### config.mk
export PLATFORM = sky130hd
export DESIGN_NAME = edge_capture_timer
export DESIGN_NICKNAME = d
export VERILOG_FILES = /design/src/rtl/ect_pkg.sv /design/src/rtl/ect_edge_detect.sv /design/src/rtl/ect_prescaler.sv /design/src/rtl/ect_down_counter.sv /design/src/rtl/edge_capture_timer.sv
export SDC_FILE = /design/constraint.sdc
export NUM_CORES = 1
export LEC_CHECK = 0
export BUFFER_PORTS_ARGS = -buffer_cell sky130_fd_sc_hd__buf_2
export CAP_MARGIN = 0
export CORE_MARGIN = 3
export CORE_UTILIZATION = 40
export DETAILED_ROUTE_END_ITERATION = 8
export GPL_TIMING_DRIVEN = 0
export PLACE_DENSITY_LB_ADDON = 0.3
export SLEW_MARGIN = 20
export SYNTH_ARGS = -nofsm -noshare
export SYNTH_HDL_FRONTEND = slang
export SYNTH_SLANG_ARGS = --single-unit
### constraint.sdc
create_clock -name clk -period 2.5 [get_ports clk]
set_input_delay 0.125 -clock clk [delete_from_list [all_inputs] [get_ports clk]]
set_output_delay 0.125 -clock clk [all_outputs]
set_load 0.03 [all_outputs]
### src/rtl/ect_pkg.sv
package ect_pkg;
    localparam logic [1:0] REG_CTRL = 2'd0;
    localparam logic [1:0] REG_PSC  = 2'd1;
    localparam logic [1:0] REG_CAPL = 2'd2;
    localparam logic [1:0] REG_CAPH = 2'd3;

    localparam int BIT_RUN  = 0;
    localparam int BIT_IE   = 1;
    localparam int BIT_UF   = 2;
    localparam int BIT_CAP  = 3;
    localparam int BIT_EDGE = 4;

    typedef struct packed {
        logic edge_fall;
        logic cap_pend;
        logic uf_pend;
        logic ie;
        logic run;
    } ctrl_t;
endpackage

### src/rtl/ect_edge_detect.sv
module ect_edge_detect #(
    parameter int SYNC_STAGES = 2
) (
    input  logic clk,
    input  logic rst_n,
    input  logic din,
    input  logic enable,
    input  logic fall_sel,
    output logic cap_evt
);
    localparam int MSB = SYNC_STAGES - 1;

    typedef struct packed {
        logic [MSB:0] sync;
        logic         prev;
    } st_t;

    st_t s_d, s_q;
    logic rise, fall;

    always_comb begin
        s_d      = s_q;
        s_d.sync = {s_q.sync[MSB-1:0], din};
        s_d.prev = s_q.sync[MSB];
        rise     = s_q.sync[MSB] & ~s_q.prev;
        fall     = ~s_q.sync[MSB] & s_q.prev;
        cap_evt  = enable & (fall_sel ? fall : rise);
    end

    always_ff @(posedge clk or negedge rst_n) begin
        if (!rst_n) s_q <= '0;
        else        s_q <= s_d;
    end
endmodule

### src/rtl/ect_prescaler.sv
module ect_prescaler #(
    parameter int W = 8
) (
    input  logic         clk,
    input  logic         rst_n,
    input  logic         start,
    input  logic         run,
    input  logic [W-1:0] reload,
    output logic         tick
);
    logic [W-1:0] cnt_d, cnt_q;

    always_comb begin
        cnt_d = cnt_q;
        tick  = run && (cnt_q == '0);
        if (start)      cnt_d = reload;
        else if (tick)  cnt_d = reload;
        else if (run)   cnt_d = cnt_q - W'(1);
    end

    always_ff @(posedge clk or negedge rst_n) begin
        if (!rst_n) cnt_q <= '0;
        else        cnt_q <= cnt_d;
    end
endmodule

### src/rtl/ect_down_counter.sv
module ect_down_counter #(
    parameter int W = 16
) (
    input  logic         clk,
    input  logic         rst_n,
    input  logic         start,
    input  logic         run,
    input  logic         tick,
    input  logic         capture,
    output logic [W-1:0] cnt,
    output logic         wrap
);
    logic [W-1:0] cnt_d, cnt_q;

    always_comb begin
        cnt_d = cnt_q;
        wrap  = run && tick && !capture && (cnt_q == '0);
        if (start)                cnt_d = '1;
        else if (run && capture)  cnt_d = '1;
        else if (run && tick)     cnt_d = cnt_q - W'(1);
        cnt = cnt_q;
    end

    always_ff @(posedge clk or negedge rst_n) begin
        if (!rst_n) cnt_q <= '0;
        else        cnt_q <= cnt_d;
    end
endmodule

### src/rtl/edge_capture_timer.sv
module edge_capture_timer
    import ect_pkg::*;
#(
    parameter int DATA_W      = 8,
    parameter int SYNC_STAGES = 2
) (
    input  logic              clk,
    input  logic              rst_n,
    input  logic              cap_in,
    input  logic              wr_en,
    input  logic [1:0]        addr,
    input  logic [DATA_W-1:0] wr_data,
    output logic [DATA_W-1:0] rd_data,
    output logic              irq
);
    localparam int CNT_W = 2 * DATA_W;

    typedef struct packed {
        ctrl_t             ctrl;
        logic [DATA_W-1:0] psc;
        logic [CNT_W-1:0]  cap;
    } regs_t;

    regs_t r_d, r_q;

    logic             wr_ctrl, start, tick, cap_evt, wrap;
    logic [CNT_W-1:0] cnt_q;
    logic             run_q, ie_q, uf_pend_q, cap_pend_q;
    logic [CNT_W-1:0] cap_q;

    assign run_q      = r_q.ctrl.run;
    assign ie_q       = r_q.ctrl.ie;
    assign uf_pend_q  = r_q.ctrl.uf_pend;
    assign cap_pend_q = r_q.ctrl.cap_pend;
    assign cap_q      = r_q.cap;

    assign wr_ctrl = wr_en && (addr == REG_CTRL);
    assign start   = wr_ctrl && wr_data[BIT_RUN] && !run_q;

    ect_edge_detect #(.SYNC_STAGES(SYNC_STAGES)) u_edge (
        .clk      (clk),
        .rst_n    (rst_n),
        .din      (cap_in),
        .enable   (run_q),
        .fall_sel (r_q.ctrl.edge_fall),
        .cap_evt  (cap_evt)
    );

    ect_prescaler #(.W(DATA_W)) u_psc (
        .clk    (clk),
        .rst_n  (rst_n),
        .start  (start),
        .run    (run_q),
        .reload (r_q.psc),
        .tick   (tick)
    );

    ect_down_counter #(.W(CNT_W)) u_cnt (
        .clk     (clk),
        .rst_n   (rst_n),
        .start   (start),
        .run     (run_q),
        .tick    (tick),
        .capture (cap_evt),
        .cnt     (cnt_q),
        .wrap    (wrap)
    );

    always_comb begin
        r_d = r_q;
        if (wr_ctrl) begin
            r_d.ctrl.run       = wr_data[BIT_RUN];
            r_d.ctrl.ie        = wr_data[BIT_IE];
            r_d.ctrl.edge_fall = wr_data[BIT_EDGE];
            r_d.ctrl.uf_pend   = r_q.ctrl.uf_pend & wr_data[BIT_UF];
            r_d.ctrl.cap_pend  = r_q.ctrl.cap_pend & wr_data[BIT_CAP];
        end
        if (wr_en && (addr == REG_PSC)) r_d.psc = wr_data;
        // hardware events applied last so they win over a clearing write
        if (cap_evt) begin
            r_d.cap           = cnt_q;
            r_d.ctrl.cap_pend = 1'b1;
        end
        if (wrap) r_d.ctrl.uf_pend = 1'b1;
    end

    // only the control fields take reset; reload and capture values persist
    always_ff @(posedge clk or negedge rst_n) begin
        if (!rst_n) r_q.ctrl <= '0;
        else        r_q      <= r_d;
    end

    always_comb begin
        rd_data = '0;
        case (addr)
            REG_CTRL: begin
                rd_data[BIT_RUN]  = run_q;
                rd_data[BIT_IE]   = ie_q;
                rd_data[BIT_UF]   = uf_pend_q;
                rd_data[BIT_CAP]  = cap_pend_q;
                rd_data[BIT_EDGE] = r_q.ctrl.edge_fall;
            end
            REG_PSC:  rd_data = r_q.psc;
            REG_CAPL: rd_data = cap_q[DATA_W-1:0];
            default:  rd_data = cap_q[CNT_W-1:DATA_W];
        endcase
        irq = ie_q & (uf_pend_q | cap_pend_q);
    end
endmodule

==> Word-level counts from Yosys, hierarchy flattened <==
Cells that the tools add are included.
{ "totals": {"register_bits": 56, "in_bits": 14, "out_inout_bits": 9, "wordCells": 56} }
{ "classes": {"addsub": 2, "n_eq_ne": 2, "mux": 12, "bitwise": 9, "n_reduce_logical": 20} }
{ "ops": {"columns": ["operator", "n"], "rows": [
  ["$mux 16", 3],
  ["$mux 8", 3],
  ["$logic_not 16->1", 1],
  ["$sub 16x1->16 const B", 1],
  ["$pmux 5 s3", 1],
  ["$logic_and 1x1->1", 9],
  ["$pmux 3 s3", 1],
  ["$logic_not 8->1", 1],
  ["$sub 8x1->8 const B", 1],
  ["$and 1x1->1", 6],
  ["$reduce_bool 3->1", 2],
  ["$mux 4", 1],
  ["$reduce_and 2->1", 2],
  ["$reduce_bool 2->1", 2],
  ["$mux 1", 3],
  ["$eq 2x1->1 const B", 1],
  ["$eq 2x2->1 const B", 1],
  ["$logic_not 1->1", 2],
  ["$logic_not 2->1", 1],
  ["$not 1->1", 2],
  ["$or 1x1->1", 1]
]} }

==> Logic depth before layout (Yosys ltp) <==
Gate-level depths: netlist of run 1.
{ "depth": {"word_depth": 8, "ltp_mapped": 7} }

==> By module <==
Synthesis of run 1 repeated with hierarchy kept, for this count alone.
{ "hier_totals": {"cells_unflattened": 213, "hier_area_um2": 2685.1} }
{ "modules_own_cells": {"columns": ["mod", "n_inst", "cells_each", "area_per_inst_um2", "seq_area_each_um2"], "rows": [
  ["edge_capture_timer", 1, 57, 1183.6, 845.8],
  ["ect_down_counter", 1, 86, 835.8, 400.4],
  ["ect_prescaler", 1, 64, 566.8, 200.2],
  ["ect_edge_detect", 1, 6, 98.8, 75.1]
]} }

==> Worst setup path after synthesis of run 1 <==
Ideal clock, no wire load.
{ "synth_path": {"kind": "reg-to-reg", "from": "reg u_cnt.cnt_q[10] (netlist: u_cnt.cnt[10])", "to": "reg u_cnt.cnt_q[14] (netlist: u_cnt.cnt[14])", "setup_time_ns": 0.069, "t_arrival_ns": 1.964, "required_ns": 2.431, "setup_slack_ns": 0.467, "stages_incl_launch_ff": 6, "path_buffers": 1, "path_cell_list": "dfrtp_1 -> or4_1 -> buf_2 -> or4_4 -> or4_1 -> nand3_1"} }
{ "synth_via": {"elab_chain_cells": 4} }
{ "synth_lines": {"columns": ["element", "line_no", "rtl"], "rows": [
  ["from (decl)", "ect_down_counter.sv:13", "logic [W-1:0] cnt_d, cnt_q;"],
  ["from (signal assigned)", "ect_down_counter.sv:26", "else cnt_q <= cnt_d;"],
  ["$sub 16x1->16", "ect_down_counter.sv:20", "else if (run && tick) cnt_d = cnt_q - W'(1);"],
  ["$mux 16", "ect_down_counter.sv:20", null],
  ["$mux 16", "ect_down_counter.sv:19", "else if (run && capture) cnt_d = '1;"],
  ["$mux 16", "ect_down_counter.sv:18", "if (start) cnt_d = '1;"]
]} }
No other way between the ends. The select of a mux whose other input is x is not followed.
A chain may end at the register's enable or synchronous reset.

==> Worst setup path after layout of run 1 <==
{ "layout_path": {"from": "reg r_q (netlist bit run_q)", "to": "reg u_psc.cnt_q[3]"} }
{ "layout_via": {"elab_chain_cells": 3, "word_cells_on_any_way": 6, "cone_classes": "mux (2); reduce/logical (4)"} }
{ "layout_lines": {"columns": ["element", "line_no", "rtl"], "rows": [
  ["from (decl)", "edge_capture_timer.sv:24", "regs_t r_d, r_q;"],
  ["from (signal assigned)", "edge_capture_timer.sv:90", "else r_q <= r_d;"],
  ["$logic_and 1x1->1 / $logic_not 1->1 (equally long branches)", "ect_prescaler.sv:15, edge_capture_timer.sv:38", null],
  ["$mux 8 / $logic_and 1x1->1 (equally long branches)", "ect_prescaler.sv:17, edge_capture_timer.sv:38", null],
  ["$mux 8 / $reduce_bool 3->1 (equally long branches)", null, null],
  ["to (signal assigned)", "ect_prescaler.sv:23", "else cnt_q <= cnt_d;"],
  ["to (decl)", "ect_prescaler.sv:11", "logic [W-1:0] cnt_d, cnt_q;"]
]} }
Several ways; a longest one is shown, not always the timed one.

==> results of run 1 <==
==> cell families after synthesis <==
kind of cell | synth area share
mux | 0.07930
flops | 0.5774
simple gates | 0.1952
xor+xnor | 0.01994
buf+inv | 0.02707
fa+ha+maj | 0.01425
compound gates | 0.08689
==> per-layer routing <==
layer	vias to the layer above	routed length, µm
met1	945	2429
met4	0	61
li1	911	-
met3	7	245
met5	-	0
met2	32	2926
==> layout make-up <==
cell class                      instances  area, µm²  share of cell area
Clock inverter                          2      10.01            0.003328
Tap cell                               75      93.84             0.03120
Buffer                                  8      33.78             0.01123
Clock buffer                            6      82.58             0.02745
Sequential cell                        56       1521              0.5058
Multi-Input combinational cell        146       1049              0.3486
Inverter                               10      37.54             0.01248
Timing Repair Buffer                   29      180.2             0.05990
==> synthesized netlist by cell type, drive strengths merged, types with 3 or more instances <==
library cell | instances | area share
o21ai | 9 | 0.017
nand4 | 6 | 0.014
ha | 3 | 0.014
mux4 | 5 | 0.043
dfrtp | 32 | 0.30
nand3 | 16 | 0.030
nand2 | 21 | 0.030
a22oi | 4 | 0.011
edfxtp | 24 | 0.27
mux2 | 5 | 0.021
mux2i | 4 | 0.015
o31ai | 6 | 0.017
clkbuf | 3 | 0.0043
or4 | 8 | 0.024
nor2 | 9 | 0.013
buf | 5 | 0.0085
nor4 | 3 | 0.0071
a22o | 4 | 0.013
xor2 | 5 | 0.017
inv | 10 | 0.014
nor3 | 5 | 0.0095
==> registers in the layout, summed over array words and instances, names as in the netlist, 2 cells and up <==
register     flops
cap_q           16
u_cnt.cnt       16
r_q              9
u_psc.cnt_q      8
u_edge.s_d       2
==> stage by stage <==
stage	cells	power, mW	setup WS, ns	cell area [µm²]
after floorplan	220	1.378	0.4669	2635
after global placement	317	1.491	0.2449	2839
after detailed placement	317	1.503	0.2232	2839
after CTS	332	2.016	0.1851	3002
after global routing	332	2.111	0.002867	3008
final	332	2.003	0.1758	3008
==> power breakdown <==
part           switching (mW)  total (mW)  internal (mW)
logic                   0.227       0.380          0.153
registers              0.0827        1.12           1.03
clock network           0.286       0.508          0.222
==> repair_timing <==
item	4_1_cts	5_1_grt
hold endpoints to repair	38	0
gates resized for setup	0	1
hold buffers	7	0
endpoints found under the setup margin	0	1
==> worst max path at each step <==
stage / from / to / slack, ns
after floorplan: u_cnt.cnt[10] / u_cnt.cnt[14] / 0.47
after global placement: u_psc.cnt_q[0] / u_cnt.cnt[11] / 0.24
after detailed placement: u_psc.cnt_q[0] / u_cnt.cnt[11] / 0.22
after CTS: u_psc.cnt_q[0] / u_cnt.cnt[11] / 0.19
after global routing: run_q / u_psc.cnt_q[3] / 0.003
final: run_q / u_psc.cnt_q[3] / 0.18
==> impl_metrics.ini, run 1 <==
[layout]
n_antenna_cell = 0
syn_to_final_growth_pct = 14.15
finalNetCount = 273
layout_commonest_cell = dfrtp_1
drive_gt1_frac = 0.1829
postLayoutCoreUtil = 0.4906
layout_common_cells = dfrtp_1, buf_2, edfxtp_1, nand2_1, nand3_1
fill_cells = 562

[power]
power_density_nw_per_um2 = 666.0
ir_worst_vdd_mv = 0.4265
power_leakage_nw = 1.059

[clock_network]
cts.clk_slew.worst_paths_ns = 0.10
worstSkewPairLatency_ns = 0.31
htreeDepth = 2
cts_tree = built
cts_max_path_buffers = 2
cts_buffers = 5
clockRootBuffer = clkbuf_8
cts_sinks = 56
post_cts_buffers = 0

[place]
io_buffers = 22
hpwl_um = 4106
gp_congestion = 0.7882

[global_routing]
grt_max_degree = 35
grt_overflow_total = 0
grt_pass1_wl_um = 9390
grt_use_met2 = 0.2712
gr-usage-met1 = 0.2147
first_global_vias = 1903
grtUsageTotal = 0.1614
grt_use_met3 = 0.02649
antenna_found_initial = 0
grt_most_used_layer = met2

[yosys]
synth-seq-cells = 56
syn_inst = 220
synthFlopType = dfrtp_1
ys_seq_area_frac = 0.5774
avgSynthCellArea_um2 = 11.98
syn_nets = 237
synth_edf_count = 24
netlist_area_um2 = 2635
async_flop_share = 0.5714
yosysUniqueCellTypes = 47
synth_warnings = 0

[sta]
min_period_ns = 2.324
finClkSkew_ns = 0.01286
tightest_slew_ns = 0.7922
fin_hold_ws_ns = 0.01171
hold_violations = 0
grt_setup_unrepaired = no
max_freq_mhz = 430.3
timing.setup.tns_ns = 0
setup_viol = 0
slew_headroom = 0.4719
final_max_slew_viol_count = 0
fin_crit_sh = 0.9297

[floorplanning]
io_pins = 23
die_w_um = 87.17
die_y_um = 87.17
std_cell_rows = 28
die_area_um2 = 7598
start_util = 0.4298
fp.coreArea_um2 = 6131

[route]
drc = 0
via_per_inst = 5.708
first_pass_iters = 5
ant_nets = 0
wirelength_um = 5663
vias = 1895
drt_iter0_markers = 155
routedWlPerCell_um = 17.06

[min_path]
whs_path_depth = 1
hp-class = primary input to register
holdCritStartpoint = wr_data[3]
min_to = r_q[19]

[critical_path]
cp.required_ns = 2.67
critPathArrivalTime_ns = 2.50
r2r_cells = 6
critPathSlowestCell = clkbuf_1
timing.rr.end = u_psc.cnt_q[3]
cp-end-kind = register
critPathLaunchType = register
path_class = register to register
critical_path.max_stage_delay_ns = 0.54
critical_path.top_delay_family = buffers and inverters
path_cells = clkbuf_1 -> inv_1 -> a22oi_1 -> clkbuf_1 -> mux2i_1 -> a22oi_1
path_buf_inv = 3
reg2reg_slack_ns = 0.18
path_max_fanout = 10
worstReg2RegStart = run_q
worst-path-stages = 6

[run_status]
status = complete, no violations

[run]
drv_cap = 0
Note: power is estimated with default switching activity, not from simulation.
==> inputs of run 2 (changes only) <==
--- a/config.mk
+++ b/config.mk
@@ -7,7 +7,7 @@
 export LEC_CHECK = 0
 export BUFFER_PORTS_ARGS = -buffer_cell sky130_fd_sc_hd__buf_2
 export CAP_MARGIN = 0
-export CORE_MARGIN = 3
+export CORE_MARGIN = 2
 export CORE_UTILIZATION = 40
 export DETAILED_ROUTE_END_ITERATION = 8
 export GPL_TIMING_DRIVEN = 0
==> run 2 against run 1 <==
Total power grew 6.1%. Highest routed layer unchanged. Critical path depth grew 1. Routed wire length grew 1.4%. Utilization shrank 1.4 points. First-iteration DRC count shrank 7.7%. Sequential share of layout area shrank 0.33 points. Largest power group unchanged.
==> impl_metrics.ini, run 2 (synthesis results as in run 1) <==
[run_status]
status = complete, no violations

[layout]
n_antenna_cell = 0
layout_common_cells = dfrtp_1, buf_2, edfxtp_1, nand2_1, nand3_1
drive_gt1_frac = 0.1797
finalNetCount = 272
syn_to_final_growth_pct = 14.91
layout_commonest_cell = dfrtp_1
fin_area_um2 = 3028
final_cells = 333

[global_routing]
grt_pass1_wl_um = 9073
grt_max_degree = 35
first_global_vias = 1839
grtUsageTotal = 0.1622
antenna_found_initial = 0
grt_overflow_total = 0

[floorplanning]
std_cell_rows = 29
die_w_um = 85.17
start_util = 0.4150
fp.coreArea_um2 = 6350
die_area_um2 = 7253
io_pins = 23
die_y_um = 85.17

[sta]
final_max_slew_viol_count = 0
tightest_slew_ns = 0.7963
finClkSkew_ns = 0.006426
fin_crit_sh = 0.9245
setup_viol = 0
hold_violations = 0
max_freq_mhz = 432.7
slew_headroom = 0.4691
timing.setup.tns_ns = 0
grt_setup_unrepaired = no
min_period_ns = 2.311

[power]
power_density_nw_per_um2 = 701.6
power_leakage_nw = 1.068
ir_worst_vdd_mv = 0.3445

[clock_network]
clockRootBuffer = clkbuf_8
cts_sinks = 56
htreeDepth = 2
worstSkewPairLatency_ns = 0.30
cts_buffers = 5
cts.clk_slew.worst_paths_ns = 0.10
cts_max_path_buffers = 2
cts_tree = built

[critical_path]
critPathArrivalTime_ns = 2.55
path_class = register to register
path_max_fanout = 10
cp.required_ns = 2.74
critPathLaunchType = register
cp-end-kind = register

[route]
first_pass_iters = 4
ant_nets = 0
via_per_inst = 5.730
vias = 1908
drc = 0
drt_iter0_markers = 143
wirelength_um = 5742
routedWlPerCell_um = 17.24

[place]
dpl-instance-area_um2 = 2841
hpwl_um = 4130
place_inst = 319
io_buffers = 22
gp_congestion = 0.7925

[run]
drv_cap = 0

[min_path]
hp-class = primary input to register
-- run 2: critical path: stages (launching register included) --
cell and delay [ns]:
dfrtp_1 0.44, inv_1 0.10, ha_1 0.14, nor4bb_1 0.30, buf_2 0.30, nand2_1 0.27
or4_1 0.59, nand3_1 0.09
-- run 2: per-stage QoR --
| stage | power, mW | hold WS [ns] | worst slack (ns) | utilization |
|---|---|---|---|---|
| after detailed placement | 1.498 | 0.2348 | 0.2534 | 0.4475 |
| final | 2.124 | 0.008901 | 0.1887 | 0.4768 |
| after CTS | 2.140 | 0.002905 | 0.2358 | 0.4768 |
| after global routing | 2.222 | 0.002478 | 0.01506 | 0.4768 |
| after floorplan | 1.378 | -0.1706 | 0.4669 | - |
| after global placement | 1.486 | 0.2335 | 0.2912 | 0.4475 |
-- run 2: final cells by class --
class,count,area (µm²)
fillers,586,3322
flip-flops and latches,56,1521
multi-input cells,146,1042
repair buffers,28,170.2
clock buffers,7,96.34
well taps,77,96.34
inverters,10,37.54
plain buffers,8,33.78
clock inverters,1,30.03
-- run 2: final timing paths --
| check | start | slack [ns] | depth (start not counted) | endpoint |
|---|---|---|---|---|
| min in group asynchronous | rst_n | 0.43 | 2 | u_psc.cnt_q[0] |
| max | u_psc.cnt_q[0] | 0.19 | 7 | u_cnt.cnt[11] |
| min | wr_data[3] | 0.009 | 1 | r_q[19] |
| max reg2reg | u_psc.cnt_q[0] | 0.19 | 7 | u_cnt.cnt[11] |
| max in group asynchronous | rst_n | 1.55 | 2 | u_cnt.cnt[10] |
| min reg2reg | u_edge.s_d[2] | 0.36 | 0 | u_edge.s_d[0] |
-- run 2: metal layers --
metal / share of wire / track usage / vias up
met5: 0 / 0 / -
met4: 0.014 / 0.04762 / 0
met3: 0.030 / 0.03113 / 6
met2: 0.51 / 0.2749 / 30
met1: 0.45 / 0.2122 / 962
li1: - / - / 910
-- run 2: where the power goes --
part	leakage [nW]	switching [mW]	internal [mW]
clock network	0.0645	0.282	0.354
logic	0.508	0.222	0.151
registers	0.495	0.0832	1.03
-- run 2: repair_timing --
action                    4_1_cts  5_1_grt
hold buffers                    6        0
buffers inserted                0        0
gates resized for setup         0        0
hold endpoints to repair       37        0
==> inputs of run 3 (changes only) <==
--- a/config.mk
+++ b/config.mk
@@ -11,6 +11,7 @@
 export CORE_UTILIZATION = 40
 export DETAILED_ROUTE_END_ITERATION = 8
 export GPL_TIMING_DRIVEN = 0
+export HOLD_SLACK_MARGIN = 0.12
 export PLACE_DENSITY_LB_ADDON = 0.3
 export SLEW_MARGIN = 20
 export SYNTH_ARGS = -nofsm -noshare
==> run 3 against run 2 <==
Sequential share of layout area decreased by 0.66 points. Total power increased by 0.47%. Worst hold slack improved by 0.24 ns. Combinational power rose by 2%. Maximum frequency up 0.11%. Sequential cell count stayed put. Critical endpoint unchanged. Highest routed layer unchanged.
==> impl_metrics.ini, run 3 (synthesis results as in run 1) <==
[run_status]
status = complete, no violations

[critical_path]
critical_path.top_delay_family = simple AND/OR/NAND/NOR gates
cp.required_ns = 2.74
worst-path-stages = 7
path_buf_inv = 2
critPathSlowestCell = or4_1
path_max_fanout = 10
path_class = register to register
critical_path.max_stage_delay_ns = 0.59
critPathLaunchType = register
cp-end-kind = register
path_cells = inv_1 -> ha_1 -> nor4bb_1 -> buf_2 -> nand2_1 -> or4_1 -> nand3_1
r2r_cells = 7
critPathArrivalTime_ns = 2.55

[global_routing]
grtUsageTotal = 0.1634
grt_overflow_total = 0
antenna_found_initial = 0
gr-usage-met1 = 0.2129
grt_pass1_wl_um = 9149
first_global_vias = 1856
grt_most_used_layer = met2
grt_max_degree = 35
grt_use_met3 = 0.03113
grt_use_met2 = 0.2784

[place]
gp_congestion = 0.7925
hpwl_um = 4130
io_buffers = 22
dpl-instance-area_um2 = 2841

[route]
vias = 1962
routedWlPerCell_um = 17.31
wirelength_um = 5835
drc = 0
first_pass_iters = 4
via_per_inst = 5.822
ant_nets = 0
drt_iter0_markers = 163

[clock_network]
post_cts_buffers = 0
cts_buffers = 5
clockRootBuffer = clkbuf_8
cts_tree = built
cts_max_path_buffers = 2
cts_hold_buf = 10
cts.clk_slew.worst_paths_ns = 0.10
htreeDepth = 2
cts_resized = 0
worstSkewPairLatency_ns = 0.30
cts_sinks = 56

[sta]
final_max_slew_viol_count = 0
timing.setup.tns_ns = 0
fin_crit_sh = 0.9235
grt_setup_unrepaired = no
finClkSkew_ns = 0.007186
setup_viol = 0
fin_hold_ws_ns = 0.2498
max_freq_mhz = 433.1
slew_headroom = 0.4719
hold_violations = 0
min_period_ns = 2.309
tightest_slew_ns = 0.7922

[layout]
fin_area_um2 = 3068
layout_common_cells = dfrtp_1, buf_2, edfxtp_1, nand2_1, nand3_1
register_area_um2 = 1521
n_antenna_cell = 0
syn_to_final_growth_pct = 16.43
finalNetCount = 276
multi_input_comb_area_um2 = 1042
layout_commonest_cell = dfrtp_1
fill_cells = 579
drive_gt1_frac = 0.1769

[floorplanning]
die_w_um = 85.17
start_util = 0.4150
die_y_um = 85.17
die_area_um2 = 7253
io_pins = 23
std_cell_rows = 29
fp.coreArea_um2 = 6350

[min_path]
hp-class = primary input to register
whs_path_depth = 4

[run]
drv_cap = 0

[power]
power_density_nw_per_um2 = 695.7
power_leakage_nw = 1.084
ir_worst_vdd_mv = 0.3446
-- run 3: cell count changes in the layout (fill, tap and decap cells not counted) --
cell and change:
dlygate4sd3_1 +4
-- run 3: metal layers --
layer,up-vias,part of all wire
li1,921,-
met1,986,0.44
met2,46,0.51
met3,9,0.034
met4,0,0.018
met5,-,0
-- run 3: layout make-up --
type / instances / share of cell area
Sequential cell: 56 / 0.4959
Multi-Input combinational cell: 146 / 0.3397
Timing Repair Buffer: 32 / 0.06852
Clock buffer: 7 / 0.03140
Tap cell: 77 / 0.03140
Inverter: 10 / 0.01223
Buffer: 8 / 0.01101
Clock inverter: 1 / 0.009788
-- run 3: stage by stage --
step	util	power (mW)	cells	setup slack, ns
after floorplan	-	1.378	220	0.4669
after global placement	0.4475	1.486	319	0.2912
after detailed placement	0.4475	1.498	319	0.2534
after CTS	0.4832	2.145	337	0.2358
after global routing	0.4832	2.227	337	0.01506
final	0.4832	2.134	337	0.1912
-- run 3: final timing paths --
path	from	endpoint	slack, ns
worst min-delay path	addr[1]	u_psc.cnt_q[0]	0.25
min in group asynchronous	rst_n	u_psc.cnt_q[0]	0.43
worst max-delay path	u_psc.cnt_q[0]	u_cnt.cnt[11]	0.19
worst min register to register	u_edge.s_d[2]	u_edge.s_d[0]	0.36
worst max register to register	u_psc.cnt_q[0]	u_cnt.cnt[11]	0.19
max in group asynchronous	rst_n	u_cnt.cnt[10]	1.56
-- run 3: tightest hold or removal path: stages --
cell	delay, ns
buf_2	0.10
nor4bb_1	0.09
nor3_1	0.14
a311oi_1	0.07
-- run 3: power by group --
part / internal, mW / total [mW] / switching [mW]
sequential: 1.03 / 1.12 / 0.0833
combinational: 0.155 / 0.380 / 0.225
clock: 0.354 / 0.639 / 0.285
